[src/rtl/dlx_pkg.sv]
package dlx_pkg;
  typedef enum logic [2:0] {
    MV_R_FROM_R = 3'd0,
    MV_R_FROM_S = 3'd1,
    MV_S_FROM_R = 3'd2,
    MV_S_FROM_S = 3'd3,
    MV_EXCHANGE = 3'd4
  } mv_form_e;

  typedef struct packed {
    logic r_we;
    logic s_we;
    logic r_src_s;
    logic s_src_r;
  } wr_ctl_t;
endpackage

[src/rtl/dlx_rst_sync.sv]
module dlx_rst_sync (
  input  logic clk,
  input  logic rst_n,
  output logic rst_n_sync
);
  logic [1:0] stage_q;

  always_ff @(posedge clk or negedge rst_n) begin
    if (!rst_n) stage_q <= 2'b00;
    else        stage_q <= {stage_q[0], 1'b1};
  end

  assign rst_n_sync = stage_q[1];
endmodule

[src/rtl/dlx_decode.sv]
module dlx_decode
  import dlx_pkg::*;
#(
  parameter int IDX_W = 4
) (
  input  logic             op_valid,
  input  logic             simd_mode,
  input  logic [2:0]       op_code,
  input  logic [IDX_W-1:0] dst_idx,
  input  logic [IDX_W-1:0] src_idx,
  input  logic             cond_pri,
  input  logic             cond_sec,
  output wr_ctl_t          ctl,
  output logic [IDX_W-1:0] r_waddr,
  output logic [IDX_W-1:0] s_waddr,
  output logic [IDX_W-1:0] r_raddr,
  output logic [IDX_W-1:0] s_raddr
);
  logic is_swap;
  logic mirror_en;

  assign is_swap   = (op_code == MV_EXCHANGE);
  assign mirror_en = simd_mode & cond_sec;

  // The swap reads R at x; every other form reads both sets at y
  assign r_raddr = is_swap ? dst_idx : src_idx;
  assign s_raddr = src_idx;
  assign r_waddr = dst_idx;
  assign s_waddr = is_swap ? src_idx : dst_idx;

  always_comb begin
    ctl = '0;
    if (op_valid) begin
      unique case (op_code)
        MV_R_FROM_R: begin
          ctl.r_we = cond_pri;  ctl.r_src_s = 1'b0;
          ctl.s_we = mirror_en; ctl.s_src_r = 1'b0;
        end
        MV_R_FROM_S: begin
          ctl.r_we = cond_pri;  ctl.r_src_s = 1'b1;
          ctl.s_we = mirror_en; ctl.s_src_r = 1'b1;
        end
        MV_S_FROM_R: begin
          ctl.s_we = cond_pri;  ctl.s_src_r = 1'b1;
          ctl.r_we = mirror_en; ctl.r_src_s = 1'b1;
        end
        MV_S_FROM_S: begin
          ctl.s_we = cond_pri;  ctl.s_src_r = 1'b0;
          ctl.r_we = mirror_en; ctl.r_src_s = 1'b0;
        end
        MV_EXCHANGE: begin
          ctl.r_we    = cond_pri;
          ctl.r_src_s = 1'b1;
          ctl.s_we    = simd_mode ? cond_sec : cond_pri;
          ctl.s_src_r = 1'b1;
        end
        default: ctl = '0;
      endcase
    end
  end
endmodule

[src/rtl/dlx_regfile.sv]
module dlx_regfile #(
  parameter int WIDTH = 40,
  parameter int DEPTH = 16,
  localparam int IDX_W = $clog2(DEPTH)
) (
  input  logic             clk,
  input  logic             rst_n,
  input  logic             we,
  input  logic [IDX_W-1:0] waddr,
  input  logic [WIDTH-1:0] wdata,
  input  logic [IDX_W-1:0] raddr,
  output logic [WIDTH-1:0] rdata,
  input  logic [IDX_W-1:0] peek_addr,
  output logic [WIDTH-1:0] peek_data
);
  logic [WIDTH-1:0] entry_q [DEPTH];

  for (genvar i = 0; i < DEPTH; i++) begin : g_entry
    logic             en;
    logic [WIDTH-1:0] entry_d;

    always_comb begin
      en      = we && (waddr == IDX_W'(i));
      entry_d = en ? wdata : entry_q[i];
    end

    always_ff @(posedge clk or negedge rst_n) begin
      if (!rst_n)  entry_q[i] <= '0;
      else if (en) entry_q[i] <= entry_d;
    end
  end

  assign rdata     = entry_q[raddr];
  assign peek_data = entry_q[peek_addr];
endmodule

[src/rtl/dual_lane_xfer_unit.sv]
module dual_lane_xfer_unit
  import dlx_pkg::*;
#(
  parameter int WIDTH = 40,
  parameter int DEPTH = 16,
  localparam int IDX_W = $clog2(DEPTH)
) (
  input  logic             clk,
  input  logic             rst_n,
  input  logic             op_valid,
  input  logic             simd_mode,
  input  logic [2:0]       op_code,
  input  logic [IDX_W-1:0] dst_idx,
  input  logic [IDX_W-1:0] src_idx,
  input  logic             cond_pri,
  input  logic             cond_sec,
  input  logic             ld_valid,
  input  logic             ld_to_s,
  input  logic [IDX_W-1:0] ld_idx,
  input  logic [WIDTH-1:0] ld_data,
  input  logic [IDX_W-1:0] peek_r_idx,
  output logic [WIDTH-1:0] peek_r_data,
  input  logic [IDX_W-1:0] peek_s_idx,
  output logic [WIDTH-1:0] peek_s_data
);
  logic             rst_n_sync;
  wr_ctl_t          mv_ctl;
  logic [IDX_W-1:0] mv_r_waddr, mv_s_waddr, r_raddr, s_raddr;
  logic [WIDTH-1:0] r_rdata, s_rdata;
  logic             ld_r_en, ld_s_en;
  logic             r_wr_en, s_wr_en;
  logic [IDX_W-1:0] r_waddr, s_waddr;
  logic [WIDTH-1:0] r_wdata, s_wdata;

  dlx_rst_sync u_rst (
    .clk        (clk),
    .rst_n      (rst_n),
    .rst_n_sync (rst_n_sync)
  );

  dlx_decode #(.IDX_W(IDX_W)) u_dec (
    .op_valid  (op_valid),
    .simd_mode (simd_mode),
    .op_code   (op_code),
    .dst_idx   (dst_idx),
    .src_idx   (src_idx),
    .cond_pri  (cond_pri),
    .cond_sec  (cond_sec),
    .ctl       (mv_ctl),
    .r_waddr   (mv_r_waddr),
    .s_waddr   (mv_s_waddr),
    .r_raddr   (r_raddr),
    .s_raddr   (s_raddr)
  );

  // Load path yields to any command in the same cycle
  always_comb begin
    ld_r_en = ld_valid & ~op_valid & ~ld_to_s;
    ld_s_en = ld_valid & ~op_valid &  ld_to_s;
    r_wr_en = mv_ctl.r_we | ld_r_en;
    s_wr_en = mv_ctl.s_we | ld_s_en;
    r_waddr = mv_ctl.r_we ? mv_r_waddr : ld_idx;
    s_waddr = mv_ctl.s_we ? mv_s_waddr : ld_idx;
    if (mv_ctl.r_we) r_wdata = mv_ctl.r_src_s ? s_rdata : r_rdata;
    else             r_wdata = ld_data;
    if (mv_ctl.s_we) s_wdata = mv_ctl.s_src_r ? r_rdata : s_rdata;
    else             s_wdata = ld_data;
  end

  dlx_regfile #(.WIDTH(WIDTH), .DEPTH(DEPTH)) u_rfile_r (
    .clk       (clk),
    .rst_n     (rst_n_sync),
    .we        (r_wr_en),
    .waddr     (r_waddr),
    .wdata     (r_wdata),
    .raddr     (r_raddr),
    .rdata     (r_rdata),
    .peek_addr (peek_r_idx),
    .peek_data (peek_r_data)
  );

  dlx_regfile #(.WIDTH(WIDTH), .DEPTH(DEPTH)) u_rfile_s (
    .clk       (clk),
    .rst_n     (rst_n_sync),
    .we        (s_wr_en),
    .waddr     (s_waddr),
    .wdata     (s_wdata),
    .raddr     (s_raddr),
    .rdata     (s_rdata),
    .peek_addr (peek_s_idx),
    .peek_data (peek_s_data)
  );
endmodule

[config.mk]
export PLATFORM = sky130hd
export DESIGN_NAME = dual_lane_xfer_unit
export DESIGN_NICKNAME = d
export VERILOG_FILES = /design/src/rtl/dlx_pkg.sv /design/src/rtl/dlx_rst_sync.sv /design/src/rtl/dlx_decode.sv /design/src/rtl/dlx_regfile.sv /design/src/rtl/dual_lane_xfer_unit.sv
export SDC_FILE = /design/constraint.sdc
export NUM_CORES = 2
export LEC_CHECK = 0
export BUFFER_PORTS_ARGS = -buffer_cell sky130_fd_sc_hd__buf_2
export CELL_PAD_IN_SITES_DETAIL_PLACEMENT = 1
export CELL_PAD_IN_SITES_GLOBAL_PLACEMENT = 1
export CORE_MARGIN = 3
export CORE_UTILIZATION = 30
export DETAILED_ROUTE_END_ITERATION = 12
export PLACE_DENSITY = 0.52
export SYNTH_ARGS = -nofsm -noshare
export SYNTH_HDL_FRONTEND = slang
export SYNTH_SLANG_ARGS = --single-unit
[constraint.sdc]
create_clock -name clk -period 120.8 [get_ports clk]
set_input_delay 6.04 -clock clk [delete_from_list [all_inputs] [get_ports clk]]
set_output_delay 6.04 -clock clk [all_outputs]
set_load 0.02 [all_outputs]
# After elaboration in Yosys (flattened, before gate mapping)
# Cells that the tools add are included.
[totals]
reg_bits = 1282
input_bits = 71
[classes]
n_lt_le_gt_ge = 4
eq_ne = 34
muxes = 23
bitwise_logic = 12
reduce_logical = 35
[ops]
columns = ["operator", "n"]
rows = [
  ["binary-select mux 40 bit (select 4 bit)", 4],
  ["2-to-1 mux 40 bit", 12],
  ["== test 4 bit (second input constant)", 16],
  ["== test 4 x 3 -> 1 bit (second input constant)", 8],
  ["logical AND 1 bit", 32],
  ["greater-or-equal comparator 5 bit (second input constant)", 4],
  ["2-to-1 mux 4 bit", 5],
  ["NOT 4 -> 5 bit", 4],
  ["one-hot mux 4 bit (5 select lines)", 1],
  ["== test 4 x 2 -> 1 bit (second input constant)", 4],
  ["== test 4 x 1 -> 1 bit (second input constant)", 2],
  ["zero test 4 bit", 2],
  ["== test 3 x 2 -> 1 bit (second input constant)", 2],
  ["bitwise AND 1 bit", 4],
  ["== test 3 x 1 -> 1 bit (second input constant)", 1],
  ["== test 3 bit (second input constant)", 1],
  ["zero test 3 bit", 1],
  ["NOT 1 bit", 2],
  ["bitwise OR 1 bit", 2],
  ["2-to-1 mux 1 bit", 1],
]

# Logic depth before layout (Yosys ltp)
[logic_depth]
word_depth = 8
depth_mapped = 13
mapped_depth_nobuf = 6

# Modules after synthesis
# A second synthesis with hierarchy kept.
[unflattened]
cells_unflattened = 4492
hier_area_um2 = 69147.6
[by_module_without_submodules]
columns = ["mod", "instances", "cells_each", "area_per_inst_um2", "seq_area_each_um2"]
rows = [
  ["dlx_regfile", 2, 2088, 33423.3, 16015.4],
  ["dual_lane_xfer_unit", 1, 280, 1969.4, 0.0],
  ["dlx_decode", 1, 33, 277.8, 0.0],
  ["dlx_rst_sync", 1, 3, 53.8, 50.0],
]

# Least setup slack after synthesis
# No wires, ideal clock.
[synth_path]
path_type = "input -> output"
from = "in peek_r_idx[0]"
to = "out peek_r_data[0]"
arrival_time_ps = 8146
required_ps = 114760
path_slack_ps = 106614
cell_stages = 5
n_path_buf = 3
cell_sequence = "clkbuf_1 > clkbuf_1 > buf_1 > mux4_2 > mux4_2"
[synth_between]
elab_chain_cells = 4
[synth_rtl]
columns = ["item", "line_no", "text"]
rows = [
  ["start, declared", "dual_lane_xfer_unit.sv:21", "input logic [IDX_W-1:0] peek_r_idx,"],
  ["NOT 4 -> 5 bit (not written as such)", "dlx_regfile.sv:34", "assign peek_data = entry_q[peek_addr];"],
  ["binary-select mux 40 bit (select 4 bit)", "dlx_regfile.sv:34", ""],
  ["2-to-1 mux 40 bit (not written as such) (2 in series)", "dlx_regfile.sv:34", ""],
  ["end, declared", "dual_lane_xfer_unit.sv:22", "output logic [WIDTH-1:0] peek_r_data,"],
]
# Every way passes these cells. The select of a mux whose other input is x is not followed.

# Worst setup path in the final report
[layout_path]
from = "in peek_s_idx[1]"
to = "out peek_s_data[37]"
[layout_between]
elab_chain_cells = 4
[layout_rtl]
columns = ["item", "line_no", "text"]
rows = [
  ["start, declared", "dual_lane_xfer_unit.sv:23", "input logic [IDX_W-1:0] peek_s_idx,"],
  ["NOT 4 -> 5 bit (not written as such)", "dlx_regfile.sv:34", ""],
  ["binary-select mux 40 bit (select 4 bit)", "dlx_regfile.sv:34", ""],
  ["2-to-1 mux 40 bit (not written as such) (2 in series)", "dlx_regfile.sv:34", ""],
  ["end, declared", "dual_lane_xfer_unit.sv:24", "output logic [WIDTH-1:0] peek_s_data"],
]
# Every way passes these cells. The select of a mux whose other input is x is not followed.

==> summary.md <==
| Metric | Value |
|---|---|
| RSZ-0062 raised after global routing | `false` |
| Final worst slack | `105,620 ps` |
| PwrDens | `19.45 nW/µm²` |
| H-tree lvl count | `4` |
| Vias | `72,298` |
| Worst hold margin | `349.3 ps` |
| Number of synthesized flops with an enable pin | `0` |
| Sw Ratio | `36.25%` |
| DR vias/cell | `6.732` |
| Ports | `151` |
| Leak | `37.65 nW` |
| Crit start category | `primary input` |
| Rows | `192` |
| Post-CTS Resized | `0` |
| Seq/Total Area, Yosys | `38.58%` |
| Switching pwr | `0.6541 mW` |
| Final worst path period need | `15,180 ps` |
| Drt drc | `0` |
| Pre-CTS setup slack | `105,640 ps` |
| Synth unique cells | `82` |
| Power share of the clock group | `29.8%` |
| FMAX | `65.89 MHz` |
| TNS Setup | `0 ps` |
| Postcts setup bufs | `0` |
| Drt pass-1 iters | `5` |
| I/O Buffers | `150` |
| Largest net degree at the start of global routing | `176` |
| Antenna Nets Post-Route | `0` |
| Worst skew pair latency | `830 ps` |
| Critical-path maximum fanout | `99` |
| Die width | `532.5 µm` |
| Mean post-synth cell area | `11.43 µm²` |
| CORE AREA | `274,800 µm²` |
| Slew Viols, Final | `0` |
| Final wirelength | `422,400 µm` |
| Die area | `283,500 µm²` |
| Worst VDD drop | `0.01610 mV` |
| Critical Path RT | `114,760 ps` |
| Initial core utilization | `30.26%` |
| HP Class | `reg2reg` |
| Commonest non-fill, non-tap cell in the layout | `dfrtp_1` |
| Post-detail-place hpwl | `243,700 µm` |
| CTS Sinks | `1,282` |
| Fin Clk Skew | `33.08 ps` |
| Worst Max-Slew Pin Slew | `1442 ps` |
| Hold_buf cts | `0` |
| GP Congestion | `0.8525` |
| Share of layout cells above drive strength 1 | `22.71%` |
| Root buf cell | `clkbuf_16` |
| P&R area growth vs syn | `11.60%` |
| Gate power share | `31.3%` |
| Hold Vio Cnt, Final | `0` |
| Max cap viols | `0` |
| Vias in the first global route | `72,780` |
| Yosys warns | `0` |
| Starting DRT DRC Count | `8,569` |
| Main synth FF type | `dfrtp_1` |
| Int Pwr | `1.150 mW` |
| WS Path Type | `in2out` |
| Outcome | `completed` |
| Most frequent cells in the layout | `dfrtp_1 (1,281), mux2i_1 (1,068), mux4_2 (593), nand2_1 (463), o211ai_1 (394)` |
| Tcrit/Tclk final | `12.56%` |
| Final Setup Violations | `0` |
| Worst r2r src | `u_rst.stage_q[1]` |
| Final core occ | `33.77%` |
| Syn_nets | `7,347` |
| Slew HR | `3.099%` |
| Die Ht | `532.5 µm` |
| Gr usage total | `28.93%` |
| Max clock buf depth | `3` |
| WL per Instance | `39.33 µm` |
| CTS tree | `built` |
| Crit path arrival time | `9140 ps` |
| Mapped Cells | `7,276` |
| Combined area of all synthesized cells | `83,150 µm²` |
| Flops & latches, synth | `1,282` |
| Initial antenna violation count | `48` |
| Worst Setup SP | `peek_s_idx[1]` |
| Inserted Clock Buffers | `164` |
| Flop2flop setup slack | `115,420 ps` |
| Final #Nets | `6,966` |
| First-pass GRT wire length | `593,600 µm` |
| Fill count | `29,713` |
| CP Capture Type | `primary output` |
| Total gr overflow | `0` |
| Clock slew at reported path FFs | `60 ps` |
| Share of power burned in registers | `38.9%` |
| Synth async-reset ratio | `100.0%` |
| Hold_sp | `u_rst.stage_q[0]` |
power groups by stage:
| stage | Clock (mW) | Sequential [mW] | Combinational (mW) |
|---|---|---|---|
| 2_1_floorplan | 0 | 0.655 | 0.404 |
| 6_report | 0.538 | 0.701 | 0.565 |
| 3_3_place_gp | 0 | 0.698 | 0.541 |
| 5_1_grt | 0.566 | 0.716 | 0.610 |
| 4_1_cts | 0.547 | 0.694 | 0.561 |
| 3_5_place_dp | 0 | 0.699 | 0.559 |
flip-flops by register name (all words and copies together) (netlist names):
signal / cells
u_rfile_r.entry_q: 640
u_rst.stage_q: 2
u_rfile_s.entry_q: 640
layer usage:
layer | routed length, µm | GRT usage (%) | vias to the layer above
met5 | 242 | 0.3036 | -
met1 | 180100 | 39.85 | 39235
met4 | 18720 | 12.05 | 22
met2 | 186000 | 43.47 | 3837
met3 | 37370 | 6.813 | 909
li1 | - | - | 28295
path summary, 6_finish.rpt:
check / endpoint / cells after the start
worst min register to register: u_rst.stage_q[1] / 0
worst min-delay path: u_rst.stage_q[1] / 0
min in group asynchronous: u_rfile_s.entry_q[130] / 0
max in group asynchronous: u_rfile_r.entry_q[396] / 5
worst max register to register: u_rfile_r.entry_q[396] / 5
worst max-delay path: peek_s_data[37] / 5
cell type report:
class                      instances  area [µm²]  area share [%]
tap                             3686        4612           4.970
timing repair buffer             385        2693           2.902
sequential                      1282       32080           34.57
clock inverter                    65       923.4          0.9950
antenna                           25       62.56         0.06741
clock buffer                     235        4881           5.260
inverter                          14       60.06         0.06472
multi-input combinational       5048       47480           51.17
synthesized netlist by cell type, types with 35 or more instances:
library cell	number	area, µm²
mux2_2	184	2072
buf_4	91	683.2
clkbuf_1	533	2001
buf_1	62	232.7
mux4_2	593	13360
a21oi_1	188	940.9
nand2_1	478	1794
nor4_1	35	219.0
o211ai_1	394	2958
nor3_1	41	205.2
o21ai_0	211	1056
nand2b_1	49	306.5
nor2_1	321	1205
a221oi_1	246	2155
buf_2	227	1136
o221ai_1	323	2829
dfrtp_1	1282	32080
o31ai_1	106	795.8
nand3_1	58	290.3
mux2i_1	1068	10690
o211a_1	55	550.5
a31oi_1	368	2302
per-stage QoR:
step,cells,area (µm²),power [mW]
CTS,10714,92730,1.801
detailed placement,10414,86920,1.259
finish,10740,92800,1.805
floorplan,7276,83150,1.060
global placement,10414,86920,1.239
global route,10731,92780,1.893
worst max-delay path, stage by stage:
cell	delay (ps)
clkbuf_8	760
buf_4	910
mux4_2	420
mux4_2	600
buf_2	210
logic make-up after synthesis:
kind of cell	after synthesis	synth area share (%)
and+or+nand+nor	1108	5.999
other	1	0.004510
DFF	1282	38.58
xor gates and xnor gates	2	0.02107
AOI/OAI and AO/OA	2090	18.75
buffers and inverters	946	5.203
muxes	1847	31.44
Note: power is estimated with default switching activity, not from simulation.
